--- src/rtl/frcen_pkg.sv ---
package frcen_pkg;
   typedef enum logic [1:0] {
      ACC_REPLACE = 2'd0,
      ACC_SETBITS = 2'd1,
      ACC_CLRBITS = 2'd2,
      ACC_NONE    = 2'd3
   } access_e;
endpackage

--- src/rtl/frcen_regs.sv ---
module frcen_regs
   import frcen_pkg::*;
#(
   parameter int LANES  = 4,
   parameter int LANE_W = 8,
   parameter int FMIN   = 18,
   localparam int REG_W = LANES * LANE_W
) (
   input  logic             clk,
   input  logic             rst_n,
   input  logic             wr_en,
   input  logic [1:0]       addr,
   input  logic [REG_W-1:0] wr_data,
   output logic [REG_W-1:0] word_q
);
   localparam logic [LANE_W-1:0] LANE_RST =
      LANE_W'((1 << (LANE_W-1)) | FMIN);
   localparam logic [REG_W-1:0] WORD_RST = {LANES{LANE_RST}};

   access_e op;
   assign op = access_e'(addr);

   always_ff @(posedge clk) begin
      if (!rst_n) begin
         word_q <= WORD_RST;
      end else if (wr_en) begin
         case (op)
            ACC_REPLACE: word_q <= wr_data;
            ACC_SETBITS: word_q <= word_q | wr_data;
            ACC_CLRBITS: word_q <= word_q & ~wr_data;
            default:     word_q <= word_q;
         endcase
      end
   end

   // bits written through the set address are all 1 afterwards, and no bit drops
   assert_set_or_R3: assert property (@(posedge clk) disable iff (!rst_n)
      (wr_en && addr == 2'd1) |=> ((word_q & $past(wr_data)) == $past(wr_data))
                                  && ((word_q & $past(word_q)) == $past(word_q)));
   // bits written through the clear address are 0 afterwards, and no bit rises
   assert_clear_R4: assert property (@(posedge clk) disable iff (!rst_n)
      (wr_en && addr == 2'd2) |=> ((word_q & $past(wr_data)) == '0)
                                  && ((word_q | $past(word_q)) == $past(word_q)));
   // an idle cycle or a write to the no-effect address keeps the word
   assert_hold_R5: assert property (@(posedge clk) disable iff (!rst_n)
      (!wr_en || addr == 2'd3) |=> $stable(word_q));
endmodule

--- src/rtl/frcen_chan.sv ---
module frcen_chan #(
   parameter int FRAC_W = 6,
   parameter int NUMER  = 18,
   parameter int FMIN   = 18,
   parameter int FMAX   = 35
) (
   input  logic              clk,
   input  logic              rst_n,
   input  logic              stop,
   input  logic [FRAC_W-1:0] frac,
   output logic              ce
);
   localparam logic [FRAC_W-1:0] FMIN_V = FMIN[FRAC_W-1:0];
   localparam logic [FRAC_W-1:0] FMAX_V = FMAX[FRAC_W-1:0];
   localparam logic [FRAC_W:0]   STEP   = NUMER[FRAC_W:0];

   logic [FRAC_W-1:0] acc_q;
   logic [FRAC_W-1:0] eff;
   logic [FRAC_W-1:0] acc_fit;
   logic [FRAC_W:0]   sum;
   logic [FRAC_W:0]   eff_x;
   logic              wrap;

   always_comb begin
      eff     = (frac < FMIN_V || frac > FMAX_V) ? FMAX_V : frac;
      acc_fit = (acc_q >= eff) ? '0 : acc_q;
      eff_x   = {1'b0, eff};
      sum     = {1'b0, acc_fit} + STEP;
      wrap    = (sum >= eff_x);
      ce      = !stop && wrap;
   end

   always_ff @(posedge clk) begin
      if (!rst_n || stop) begin
         acc_q <= '0;
      end else if (wrap) begin
         acc_q <= FRAC_W'(sum - eff_x);
      end else begin
         acc_q <= FRAC_W'(sum);
      end
   end

   // the phase left after a running cycle is below the fraction used in it
   assert_acc_bound_R10: assert property (@(posedge clk) disable iff (!rst_n)
      !stop |=> acc_q < $past(eff));
   // a stopped channel leaves its accumulator at zero
   assert_stop_clears_R6: assert property (@(posedge clk) disable iff (!rst_n)
      stop |=> acc_q == '0);
   // the fastest setting strobes in every running cycle
   assert_full_rate_R8: assert property (@(posedge clk) disable iff (!rst_n)
      (!stop && eff == FMIN_V) |-> ce);
endmodule

--- src/rtl/frcen_bank.sv ---
module frcen_bank #(
   parameter int LANES  = 4,
   parameter int LANE_W = 8,
   parameter int FRAC_W = 6,
   parameter int NUMER  = 18,
   parameter int FMIN   = 18,
   parameter int FMAX   = 35
) (
   input  logic                      clk,
   input  logic                      rst_n,
   input  logic                      wr_en,
   input  logic [1:0]                addr,
   input  logic [LANES*LANE_W-1:0]   wr_data,
   output logic [LANES*LANE_W-1:0]   rd_data,
   output logic [LANES-1:0]          ce
);
   localparam int REG_W    = LANES * LANE_W;
   localparam int STOP_BIT = LANE_W - 1;

   if (LANE_W <= FRAC_W) begin : g_bad_lane
      $error("frcen_bank: stop bit must sit above the fraction field");
   end
   if (FMAX >= (1 << FRAC_W) || FMIN > FMAX) begin : g_bad_range
      $error("frcen_bank: fraction range does not fit its field");
   end
   if (NUMER > FMIN || NUMER < 1) begin : g_bad_numer
      $error("frcen_bank: numerator must be positive and no larger than FMIN");
   end

   logic [REG_W-1:0] word_q;

   frcen_regs #(
      .LANES (LANES),
      .LANE_W(LANE_W),
      .FMIN  (FMIN)
   ) u_regs (
      .clk    (clk),
      .rst_n  (rst_n),
      .wr_en  (wr_en),
      .addr   (addr),
      .wr_data(wr_data),
      .word_q (word_q)
   );

   assign rd_data = word_q;

   for (genvar n = 0; n < LANES; n++) begin : g_chan
      frcen_chan #(
         .FRAC_W(FRAC_W),
         .NUMER (NUMER),
         .FMIN  (FMIN),
         .FMAX  (FMAX)
      ) u_chan (
         .clk  (clk),
         .rst_n(rst_n),
         .stop (word_q[n*LANE_W + STOP_BIT]),
         .frac (word_q[n*LANE_W +: FRAC_W]),
         .ce   (ce[n])
      );
   end
endmodule

--- config.mk ---
export PLATFORM = sky130hd
export DESIGN_NAME = frcen_bank
export DESIGN_NICKNAME = d
export VERILOG_FILES = /design/src/rtl/frcen_pkg.sv /design/src/rtl/frcen_regs.sv /design/src/rtl/frcen_chan.sv /design/src/rtl/frcen_bank.sv
export SDC_FILE = /design/constraint.sdc
export NUM_CORES = 1
export LEC_CHECK = 0
export ABC_CLOCK_PERIOD_IN_PS = 6640
export BUFFER_PORTS_ARGS = -buffer_cell sky130_fd_sc_hd__buf_2
export CAP_MARGIN = 30
export CORE_UTILIZATION = 63
export CTS_CLUSTER_DIAMETER = 120
export CTS_CLUSTER_SIZE = 25
export DETAILED_ROUTE_END_ITERATION = 7
export GPL_TIMING_DRIVEN = 0
export HOLD_SLACK_MARGIN = 0.12
export PLACE_DENSITY = 0.87
export SLEW_MARGIN = 30
export SYNTH_ARGS = -nofsm -noshare
export SYNTH_HDL_FRONTEND = slang
export SYNTH_SLANG_ARGS = --single-unit
--- constraint.sdc ---
create_clock -name clk -period 6.64 [get_ports clk]
set_input_delay 0.664 -clock clk [delete_from_list [all_inputs] [get_ports clk]]
set_output_delay 0.664 -clock clk [all_outputs]
set_load 0.01 [all_outputs]
# Yosys cells after proc, flatten, opt, wreduce, memory -nomap -nowiden
# Cells that the tools add are included.
[word_totals] n_memories=0 elab_cells=67 output_inout_bits=36 mem_bits_ro=0 regBits=56 ram_bits=0 latch_bits=0
[classes] n_eq_ne=2 div=0 n_mux=13 reduce_logical=20 mul=0 n_bitwise=3 n_addsub=8 n_shift=0 n_lt_le_gt_ge=16
[op_table] op="case mux 32 bit (3 select lines)" n=1
[op_table] op="2-to-1 mux 6 bit" n=12
[op_table] op="AND 32 bit" n=1
[op_table] op="inverter 32 bit" n=1
[op_table] op="OR 32 bit" n=1
[op_table] op="adder 6 x 5 -> 7 bit, second input constant" n=4
[op_table] op="greater-or-equal comparator 7 x 6 -> 1 bit" n=4
[op_table] op="greater-or-equal comparator 6 bit" n=4
[op_table] op="> comparator 6 bit, second input constant" n=4
[op_table] op="less-than comparator 6 x 5 -> 1 bit, second input constant" n=4
[op_table] op="subtractor 6 bit" n=4
[op_table] op="logical OR 1 bit" n=8
[op_table] op="zero test 1 bit" n=5
[op_table] op="logical AND 1 bit" n=4
[op_table] op="nonzero test 3 bit" n=1
[op_table] op="equality test 2 x 1 -> 1 bit, second input constant" n=1
[op_table] op="equality test 2 bit, second input constant" n=1
[op_table] op="zero test 2 bit" n=1
[op_table] op="AND reduction 2 bit" n=1

# Depth between registers and ports, before layout
# Gate-level depths: netlist (run 1).
[depth] word_depth=8 mapped_depth=22 mapped_depth_nobuf=21

# By module
# Synthesis (run 1) repeated with hierarchy kept, for this count alone.
[hier_totals] hier_cells=580 hier_area_um2=5037.3
[modules_own_cells] mod="frcen_chan" cells_per_inst=97 area_per_inst_um2=800.8 n_inst=4
[modules_own_cells] mod="frcen_regs" cells_per_inst=192 area_per_inst_um2=1834.3 n_inst=1

# Least setup slack after synthesis (run 1)
# OpenSTA, ideal clock, no wires.
[synth_timing] path_type="register to output" from="register u_regs.word_q[10]" to="output ce[1]" slack_ns=2.383 arrival_time_ns=3.593 required_time_ns=5.976 stages_incl_launch_ff=18 n_path_buf=1 path_cell_list="dfxtp_1 -> o31ai_1 -> inv_1 -> o21bai_1 -> ha_1 -> nand2b_1 -> a21oi_1 -> o21a_1 -> nand2_1 -> inv_1 -> ha_1 -> ha_1 -> or2_1 -> o211ai_2 -> a31oi_2 -> nor3_4 -> nor2_1 -> buf_4"
[synth_between] elab_chain_len=8 elab_cells_between_ends=9 classes_between="1 x add/sub; 4 x order compare; 2 x mux; 2 x reduce/logical"
[synth_lines] item="start: declaration" line_no="frcen_regs.sv:14" text="output logic [REG_W-1:0] word_q"
[synth_lines] item="start signal: assignment" line_no="frcen_regs.sv:28" text="ACC_REPLACE: word_q <= wr_data;"
[synth_lines] item="start signal: assignment" line_no="frcen_regs.sv:29" text="ACC_SETBITS: word_q <= word_q | wr_data;"
[synth_lines] item="start signal: assignment" line_no="frcen_regs.sv:30" text="ACC_CLRBITS: word_q <= word_q & ~wr_data;"
[synth_lines] item="less-than comparator 6 x 5 -> 1 bit / > comparator 6 bit (equally long branches)" line_no="frcen_chan.sv:25" text="eff = (frac < FMIN_V || frac > FMAX_V) ? FMAX_V : frac;"
[synth_lines] item="logical OR 1 bit" line_no="frcen_chan.sv:25"
[synth_lines] item="2-to-1 mux 6 bit *" line_no="frcen_chan.sv:25"
[synth_lines] item="greater-or-equal comparator 6 bit" line_no="frcen_chan.sv:26" text="acc_fit = (acc_q >= eff) ? '0 : acc_q;"
[synth_lines] item="2-to-1 mux 6 bit" line_no="frcen_chan.sv:26"
[synth_lines] item="adder 6 x 5 -> 7 bit" line_no="frcen_chan.sv:28" text="sum = {1'b0, acc_fit} + STEP;"
[synth_lines] item="greater-or-equal comparator 7 x 6 -> 1 bit *" line_no="frcen_chan.sv:29" text="wrap = (sum >= eff_x);"
[synth_lines] item="logical AND 1 bit *" line_no="frcen_chan.sv:30" text="ce = !stop && wrap;"
[synth_lines] item="end: declaration" line_no="frcen_bank.sv:15" text="output logic [LANES-1:0] ce"
# Mark *: on every way between the ends. The rest lies on a longest branch, timed or not.

# Worst setup path after layout (run 1)
# Ends and elaborated chain as after synthesis.

==> Implementation_results.wiki, run 1 <==
{| class="wikitable"
! Metric !! Value
|-
| Antenna violations before repair || 0
|-
| Leakage || 2.77 nW
|-
| Average cell area after synthesis || 7.84 um^2
|-
| Actual slew at the worst max-slew pin || 0.760 ns
|-
| Number of cells on the worst reg-to-reg path || 19
|-
| Setup slack of the critical path after layout || 1.14 ns
|-
| Number of placement rows || 32
|-
| Remaining antenna violation count after routing || 0
|-
| Horizontal die dimension || 91.8 um
|-
| Final Skew || roughly 0.0063 ns
|-
| Critical setup path kind || register to output port
|-
| Library cell contributing the largest single delay on the critical path || sky130_fd_sc_hd__o31ai_1
|-
| Routed wire length per instance || 15.8 um
|-
| Largest fanout of any net on the critical path || 6
|-
| Worst hold-check path type || register to register
|-
| Met2 Usage GRT || 54.6%
|-
| Slew margin rel. || 48.9%
|-
| Global placer's final weighted congestion || 0.910
|-
| Final hold viol count || 0
|-
| Count of final max-slew check failures || 0
|-
| Post-synthesis sequential area ratio || 22.1%
|-
| Combinational share of power || 52.7%
|-
| Worst EP required || 5.98 ns
|-
| Routed via count divided by cell count || just over 6
|-
| Met3 Use GR || 4.98%
|-
| Result of the run || finished, final reports clean
|-
| Overflow after GRT || 0
|-
| Clock tree from TritonCTS || done
|-
| Reg-to-Reg Start || u_regs.word_q[10]$_SDFFE_PN0P_
|-
| Antenna diodes || 0
|-
| Post-synth ARST share || 0%
|-
| Highest clock rate || 182 MHz
|-
| Number of top-level pins || 73
|-
| Post-detail-place hpwl || 10300 um
|-
| Total Routed Length || 13100 um
|-
| Largest net degree at the start of global routing || 16
|-
| Most used DFF post-synth || sky130_fd_sc_hd__dfxtp_1
|-
| Pre-CTS setup slack || around 1.5 ns
|-
| Layout-stage area growth over the synthesis result || 11.1%
|-
| Type of origin of the critical path || register
|-
| RSZ-0062 raised after global routing || no
|-
| Stage delay of the slowest cell on the critical path || 0.49 ns
|-
| Vias in the first global route || roughly 4800
|-
| Worst hold slack across all endpoints || 0.505 ns
|-
| Setup violations, final || 0
|-
| Gate count of the mapped netlist || 648
|-
| Buffers from clock root to sink, at most || 2
|-
| Starting DRT DRC Count || 282
|-
| Number of buffers added on ports || 72
|-
| Area of the core region || a little under 8000 um^2
|-
| Start point of the worst min-delay path || g_chan[0].u_chan.acc_q[0]$_SDFF_PP0_
|-
| Start point of the critical path || u_regs.word_q[10]$_SDFFE_PN0P_
|-
| Clock Tree Root || sky130_fd_sc_hd__clkbuf_8
|-
| Die footprint || 8430 um^2
|-
| # nets final || 823
|-
| Max H-tree Level || 2
|-
| Worst setup EP type || output port
|-
| Capturing instance or port of the critical path || ce[1]
|-
| Number of library cell types mapped by synthesis || 44
|-
| Register share of total power || 32.2%
|-
| End of the worst register-to-register path || g_chan[1].u_chan.acc_q[1]$_SDFF_PP0_
|-
| Utilization after layout || 72.7%
|-
| Setup Buffers After CTS || 0
|-
| Post-synth design cell area || 5080 um^2
|-
| Initial standard-cell utilization of the core || between 60 and 70%
|-
| Total via count in the routed design || 5047
|-
| Finished Layout Cells || approximately 830
|-
| First-pass GRT wire length || 21900 um
|-
| Synthesis warning total || 0
|-
| Cell Chain, Critical Path || o31ai_1, inv_1, o21bai_1, ha_1, nand2b_1, a21oi_1, o21a_1, nand2_1, inv_1, ha_1, a21oi_1, xnor2_1, nand2_1, inv_1, ha_1, o21ai_0, a31oi_2, nor3_4, nor2_1, buf_4, buf_2
|-
| Fraction of final layout cells with drive strength greater than 1 || 14.4%
|-
| Shortest clock period the worst path allows after layout || 5.50 ns
|-
| TritonCTS Buffers || 5
|-
| Cts repair resizes || 0
|-
| Cell area power density || 217 nW/um^2
|-
| Setup Total Neg Slack || 0 ns
|-
| Flop and latch count out of synthesis || 56
|-
| Arrival time at the worst endpoint || 4.84 ns
|-
| Max IR drop VDD || between 0.09 and 0.1 mV
|-
| Cell total after placement || approximately 820
|-
| Worst-path clk slew || roughly 0.1 ns
|-
| Length of the first detailed-routing pass in iterations || 5
|-
| DRC viols || 0
|-
| P_sw || roughly 0.00052 W
|-
| GRT Max-Usage Layer || met2
|-
| Die Y-Extent || just over 90 um
|-
| Overall fraction of global-route tracks in use || 31.7%
|-
| Total nets after synthesis || between 700 and 800
|-
| Number of enable-type register cells in the synthesized netlist || 0
|-
| Total internal power || 0.000711 W
|-
| R2R Setup Slk || approximately 2.0 ns
|-
| Global routing usage on met1 || 40.2%
|-
| Count of clock tree sinks || 56
|-
| Proportion of power drawn by the clock network || between 10% and 20%
|-
| Count of hold-fix buffers inserted at cts || 0
|-
| Share of total power consumed by net switching || 42.0%
|-
| Period Utilization, post-route || 82.8%
|-
| Clock latency on the worst-skew pair || 0.30 ns
|-
| Max-Cap Viols || 0
|}
cell families (layout without fill, tap and decap cells):
group | after synthesis | after routing | synth area share, %
AOI/OAI and AO/OA | 211 | 211 | 27.1
xor gates and xnor gates | 16 | 16 | 2.76
DFF | 56 | 56 | 22.1
and+or+nand+nor | 196 | 196 | 21.9
adders and majority gates | 59 | 59 | 15.1
muxes | 16 | 16 | 3.55
buffers and inverters | 94 | 173 | 7.53
cells in the mapped netlist (6+ instances only):
cell type	number	area share, %
sky130_fd_sc_hd__o21a_1	19	2.8
sky130_fd_sc_hd__nor2_1	24	1.8
sky130_fd_sc_hd__a21oi_1	45	4.4
sky130_fd_sc_hd__a22oi_1	11	1.6
sky130_fd_sc_hd__a211oi_1	28	4.1
sky130_fd_sc_hd__buf_4	8	1.2
sky130_fd_sc_hd__inv_1	63	4.7
sky130_fd_sc_hd__nor2b_1	32	3.9
sky130_fd_sc_hd__mux2i_1	12	2.4
sky130_fd_sc_hd__nand3_1	6	0.59
sky130_fd_sc_hd__nand2_1	59	4.4
sky130_fd_sc_hd__and3b_1	20	3.4
sky130_fd_sc_hd__or2_1	8	0.98
sky130_fd_sc_hd__clkbuf_1	20	1.5
sky130_fd_sc_hd__o211ai_1	12	1.8
sky130_fd_sc_hd__a21o_1	10	1.5
sky130_fd_sc_hd__ha_1	55	14
sky130_fd_sc_hd__nand2b_1	9	1.1
sky130_fd_sc_hd__xnor2_1	12	2.1
sky130_fd_sc_hd__nand4_1	8	0.98
sky130_fd_sc_hd__o21ai_0	62	6.1
sky130_fd_sc_hd__dfxtp_1	56	22
power groups by stage:
stage	logic, W	registers [W]	clock network (W)
floorplan	0.000487	0.000398	0
CTS	0.000641	0.000393	0.000186
detailed placement	0.000636	0.000400	0
global placement	0.000605	0.000399	0
global route	0.000717	0.000397	0.000199
finish	0.000646	0.000394	0.000185
flip-flops by register name, summed over array words and instances (netlist names):
register,flops
u_regs.word_q,32
g_chan.u_chan.acc_q,24
critical path: cells and delay by family, from the launching register on:
kind	cells	cell delay (ns)
AOI/OAI and AO/OA	7	1.82
xor gates and xnor gates	1	0.14
adders and majority gates	3	0.79
buffers and inverters	5	0.58
DFF	1	0.39
and+or+nand+nor	5	0.82
cell usage in the layout, fill, tap and decap left out, drive strengths merged, types with 9 or more instances in the layout:
cell type	count
buf	83
inv	63
o21ai	63
nand2	59
dfxtp	56
ha	55
a21oi	45
nor2b	32
a211oi	28
clkbuf	26
nor2	24
and3b	20
o21a	19
o211ai	16
xnor2	12
mux2i	12
a22oi	11
a21o	10
nand2b	9
or2	9
layer usage:
metal	vias to the layer above	wire (um)
met3	31	800
met5	-	0
met4	0	306
li1	2474	-
met2	169	6250
met1	2373	5720
layout make-up:
| cell class | count | area, um^2 |
|---|---|---|
| plain buffers | 31 | 146 |
| clock buffers | 6 | 72.6 |
| clock inverters | 1 | 5.00 |
| fillers | 637 | 2120 |
| inverters | 63 | 236 |
| multi-input cells | 498 | 3580 |
| flip-flops and latches | 56 | 1120 |
| well taps | 102 | 128 |
| repair buffers | 72 | 360 |
worst min-delay path by stage:
stage / to / slack (ns) / depth (start not counted)
6_report: g_chan[0].u_chan.acc_q[0]$_SDFF_PP0_ / 0.50 / 2
5_1_grt: g_chan[3].u_chan.acc_q[0]$_SDFF_PP0_ / 0.55 / 2
4_1_cts: g_chan[3].u_chan.acc_q[0]$_SDFF_PP0_ / 0.51 / 2
3_5_place_dp: g_chan[0].u_chan.acc_q[0]$_SDFF_PP0_ / 0.50 / 2
3_3_place_gp: g_chan[1].u_chan.acc_q[0]$_SDFF_PP0_ / 0.47 / 2
2_1_floorplan: g_chan[0].u_chan.acc_q[0]$_SDFF_PP0_ / 0.46 / 2
metrics by stage:
step / cell area (um^2) / power (W)
3_3_place_gp: 5570 / 0.00100
3_5_place_dp: 5570 / 0.00104
2_1_floorplan: 5080 / 0.000885
4_1_cts: 5650 / 0.00122
6_report: 5650 / 0.00123
5_1_grt: 5650 / 0.00131
Note: power is estimated with default switching activity, not from simulation.
==> run 2: changes to the inputs <==
Settings changed: ABC_AREA set to 1, ABC_CLOCK_PERIOD_IN_PS 6640 to 5400, CORE_UTILIZATION 63 to 59, PLACE_DENSITY 0.87 to 0.82.
Clock period 6.64 ns to 5.4 ns, I/O delays scaled along.
==> Implementation_results.wiki, run 2 <==
{| class="wikitable"
! Metric !! Value
|-
| Post-synth design cell area || 5070 um^2
|-
| Cell total after placement || between 900 and 1000
|-
| Actual slew at the worst max-slew pin || 0.575 ns
|-
| Setup violations, final || 0
|-
| Delay-heaviest family, CP || simple AND/OR/NAND/NOR gates
|-
| Highest clock rate || approximately 210 MHz
|-
| Leading cell type in the layout, fill and taps excluded || sky130_fd_sc_hd__nand2_1
|-
| Post-synthesis sequential area ratio || 22.1%
|-
| Regs by FF count || u_regs.word_q (32), g_chan.u_chan.acc_q (24)
|-
| Clock latency on the worst-skew pair || about 0.33 ns
|-
| Post-detail-place hpwl || 10300 um
|-
| Number of cells on the worst reg-to-reg path || 24
|-
| Cell with the most instances after synthesis || sky130_fd_sc_hd__nand2_1
|-
| Proportion of power drawn by the clock network || 15.3%
|-
| End of the worst register-to-register path || g_chan[0].u_chan.acc_q[3]$_SDFF_PP0_
|-
| Routed wire length per instance || 13.3 um
|-
| Critical setup path kind || register to output port
|-
| Worst-path clk slew || 0.12 ns
|-
| Average cell area after synthesis || 6.58 um^2
|-
| Utilization after layout || approximately two thirds
|-
| Critical path's most frequent cell || sky130_fd_sc_hd__nand2_1
|-
| Slew margin rel. || between 60% and 70%
|-
| Cell Chain, Critical Path || nor2_1, nand2_1, nand2_1, nand2_1, nand2_1, ha_1, nand2_1, nand2_1, a21oi_4, nand2_2, nor2_1, ha_1, nand4_1, nand2_1, inv_1, ha_1, nand2_1, inv_1, nand4_1, nand3_2, a21oi_4, a21oi_1, buf_4, buf_2
|-
| Vias in the first global route || 4915
|-
| DRC viols || 0
|-
| Number of library cell types mapped by synthesis || 31
|-
| Stage delay of the slowest cell on the critical path || 0.46 ns
|-
| Routed via count divided by cell count || 5.45
|-
| Cell area power density || 291 nW/um^2
|-
| Worst setup EP type || output port
|-
| Initial standard-cell utilization of the core || 61.4%
|-
| Clock tree from TritonCTS || done
|-
| Leading area contributor after synthesis || sky130_fd_sc_hd__dfxtp_1
|-
| Number of buffers added on ports || between 70 and 80
|-
| Synthesis warning total || 0
|-
| Most used DFF post-synth || sky130_fd_sc_hd__dfxtp_1
|-
| P_sw || ~0.00075 W
|-
| Fraction of post-synthesis cell area in the top cell type by area || approximately 22%
|-
| Clock Tree Root || sky130_fd_sc_hd__clkbuf_8
|-
| Pre-CTS setup slack || between 0.9 and 1 ns
|-
| Count of final max-slew check failures || 0
|-
| R2R Setup Slk || between 1 and 1.5 ns
|-
| Register share of total power || 29.5%
|-
| Overflow after GRT || 0
|-
| Horizontal die dimension || 94.7 um
|-
| Setup Buffers After CTS || 0
|-
| Total buffers and inverters traversed by the critical path || 4
|-
| Leakage || a little under 3 nW
|-
| Area of the core region || just over 8000 um^2
|-
| Layout-stage area growth over the synthesis result || 11.6%
|-
| Worst EP required || between 4 and 5 ns
|-
| Total Routed Length || 12700 um
|-
| Cts repair resizes || 0
|-
| Remaining antenna violation count after routing || 0
|-
| Antenna violations before repair || 0
|-
| Global placer's final weighted congestion || approximately 0.9
|-
| Largest net degree at the start of global routing || 20
|-
| Count of cell instances traversed by the critical path || 24
|-
| Post-synth ARST share || 0%
|-
| Type of origin of the critical path || register
|-
| Gate count of the mapped netlist || between 700 and 800
|-
| Result of the run || finished, final reports clean
|-
| Final hold viol count || 0
|-
| Cell depth of the worst hold path || 3
|-
| Register with the highest flop count || u_regs.word_q
|-
| Number of placement rows || 33
|-
| Count of clock tree sinks || 56
|-
| Start point of the worst min-delay path || wr_data[23]
|-
| Shortest clock period the worst path allows after layout || 4.82 ns
|-
| Length of the first detailed-routing pass in iterations || 5
|-
| Reg-to-Reg Start || u_regs.word_q[3]$_SDFFE_PN0P_
|-
| Arrival time at the worst endpoint || 4.28 ns
|-
| Combinational share of power || 55.2%
|-
| TritonCTS Buffers || 5
|-
| Worst hold-check path type || primary input to register
|-
| # nets final || 946
|-
| Total nets after synthesis || about 870
|-
| Setup slack of the critical path after layout || 0.579 ns
|-
| Largest fanout of any net on the critical path || 5
|-
| Max H-tree Level || 2
|-
| Total via count in the routed design || between 5000 and 6000
|-
| Finished Layout Cells || approximately 960
|-
| Die footprint || ~9000 um^2
|-
| Top library cells by usage in the layout, fill and taps aside || sky130_fd_sc_hd__nand2_1, sky130_fd_sc_hd__inv_1, sky130_fd_sc_hd__nor2_1, sky130_fd_sc_hd__buf_2, sky130_fd_sc_hd__a21oi_1
|-
| Synth area leaders || sky130_fd_sc_hd__dfxtp_1, sky130_fd_sc_hd__nand2_1, sky130_fd_sc_hd__ha_1, sky130_fd_sc_hd__inv_1, sky130_fd_sc_hd__a21oi_1
|-
| Flip-flop count of the largest register, all copies and words added || 32
|-
| Starting DRT DRC Count || 276
|-
| Max-Cap Viols || 0
|-
| Count of hold-fix buffers inserted at cts || 0
|-
| Max IR drop VDD || ~0.15 mV
|-
| Fraction of final layout cells with drive strength greater than 1 || 16.2%
|-
| RSZ-0062 raised after global routing || no
|-
| Period Utilization, post-route || between 80% and 90%
|-
| Number of top-level pins || 73
|-
| Overall fraction of global-route tracks in use || 29.3%
|-
| Share of total power consumed by net switching || 45.8%
|-
| Flop and latch count out of synthesis || 56
|-
| Antenna diodes || 0
|-
| Final Skew || 0.0148 ns
|-
| Library cell contributing the largest single delay on the critical path || sky130_fd_sc_hd__dfxtp_1
|-
| Buffers from clock root to sink, at most || 2
|-
| Setup Total Neg Slack || 0 ns
|-
| Endpoint of the worst hold-timing path || u_regs.word_q[23]$_SDFFE_PN1P_
|-
| Total internal power || 0.000891 W
|-
| Number of enable-type register cells in the synthesized netlist || 0
|-
| First-pass GRT wire length || 21000 um
|-
| Die Y-Extent || 94.7 um
|-
| Leading cell types by count after synthesis || sky130_fd_sc_hd__nand2_1, sky130_fd_sc_hd__inv_1, sky130_fd_sc_hd__nor2_1
|}
==> run 2: changes by cell type after synthesis, moves of 12 or more <==
| cell | delta |
|---|---|
| sky130_fd_sc_hd__mux2i_1 | -12 |
| sky130_fd_sc_hd__nor2b_1 | -32 |
| sky130_fd_sc_hd__o21ai_0 | -25 |
| sky130_fd_sc_hd__a21oi_1 | +23 |
| sky130_fd_sc_hd__inv_1 | +44 |
| sky130_fd_sc_hd__nand3b_1 | +12 |
| sky130_fd_sc_hd__nor2_1 | +60 |
| sky130_fd_sc_hd__and3b_1 | -20 |
| sky130_fd_sc_hd__nand2_1 | +134 |
| sky130_fd_sc_hd__o21a_1 | -19 |
| sky130_fd_sc_hd__a211oi_1 | -28 |
| sky130_fd_sc_hd__nand3_1 | +17 |
| sky130_fd_sc_hd__o211ai_1 | -12 |
==> run 2: how the worst max path moves through the flow <==
stage,startpoint,end
floorplan,u_regs.word_q[4]$_SDFFE_PN1P_,ce[0]
global placement,u_regs.word_q[2]$_SDFFE_PN0P_,ce[0]
detailed placement,u_regs.word_q[3]$_SDFFE_PN0P_,ce[0]
CTS,u_regs.word_q[4]$_SDFFE_PN1P_,ce[0]
global route,u_regs.word_q[4]$_SDFFE_PN1P_,ce[0]
finish,u_regs.word_q[3]$_SDFFE_PN0P_,ce[0]
==> run 2: power by group through the flow <==
stage / Combinational [W] / Sequential (W) / Clock [W]
after floorplan: 0.000709 / 0.000489 / 0
after global placement: 0.000860 / 0.000490 / 0
after detailed placement: 0.000897 / 0.000493 / 0
after CTS: 0.000903 / 0.000483 / 0.000252
after global routing: 0.00102 / 0.000488 / 0.000270
final: 0.000908 / 0.000484 / 0.000252
==> run 2: per-stage QoR <==
| stage | area (um^2) | hold slack (ns) | power (W) |
|---|---|---|---|
| global route | 5660 | 0.502 | 0.00178 |
| finish | 5660 | 0.483 | 0.00164 |
| global placement | 5560 | 0.463 | 0.00135 |
| detailed placement | 5560 | 0.478 | 0.00139 |
| CTS | 5660 | 0.487 | 0.00164 |
| floorplan | 5070 | 0.502 | 0.00120 |
==> run 2: layer usage <==
metal / global-route usage [%] / vias to the layer above / part of all wire [%]
met1: 36.6 / 2379 / 44
met5: 0 / - / 0
met4: 9.47 / 0 / 2.1
met2: 51.3 / 157 / 48
li1: - / 2649 / -
met3: 4.43 / 23 / 6.0
==> run 2: worst reg2reg max path, cell delays in order, from the launching register on <==
cell	delay [ns]
sky130_fd_sc_hd__dfxtp_1	0.46
sky130_fd_sc_hd__nor2_1	0.09
sky130_fd_sc_hd__nand2_1	0.06
sky130_fd_sc_hd__nand2_1	0.13
sky130_fd_sc_hd__nand2_1	0.16
sky130_fd_sc_hd__nand2_1	0.12
sky130_fd_sc_hd__ha_1	0.31
sky130_fd_sc_hd__nand2_1	0.07
sky130_fd_sc_hd__nand2_1	0.07
sky130_fd_sc_hd__a21oi_4	0.18
sky130_fd_sc_hd__nand2_2	0.13
sky130_fd_sc_hd__nor2_1	0.31
sky130_fd_sc_hd__ha_1	0.25
sky130_fd_sc_hd__nand4_1	0.18
sky130_fd_sc_hd__nand2_1	0.11
sky130_fd_sc_hd__inv_1	0.06
sky130_fd_sc_hd__ha_1	0.32
sky130_fd_sc_hd__nand2_1	0.11
sky130_fd_sc_hd__inv_1	0.05
sky130_fd_sc_hd__nand4_1	0.10
sky130_fd_sc_hd__nand3_2	0.12
sky130_fd_sc_hd__a21oi_4	0.21
sky130_fd_sc_hd__nand2_4	0.11
sky130_fd_sc_hd__nor2_1	0.14
sky130_fd_sc_hd__nor2_2	0.05
==> run 2: cell families (layout without fill, tap and decap cells) <==
logic type               count (synthesis)  after routing  share of synthesized area [%]
adder cells (fa/ha/maj)                 59             59                           15.2
flip-flops                              56             56                           22.1
AND/OR/NAND/NOR                        363            363                           32.3
AO/OA/AOI/OAI                          144            144                           17.6
XOR/XNOR                                12             12                           2.07
buffers and inverters                  137            217                           10.8
==> run 2: cell type report <==
cell class / instances / area [um^2]
clock inverters: 3 / 27.5
repair buffers: 72 / 360
flip-flops and latches: 56 / 1120
inverters: 111 / 417
fillers: 712 / 2600
multi-input cells: 578 / 3400
plain buffers: 26 / 130
clock buffers: 5 / 68.8
well taps: 105 / 131
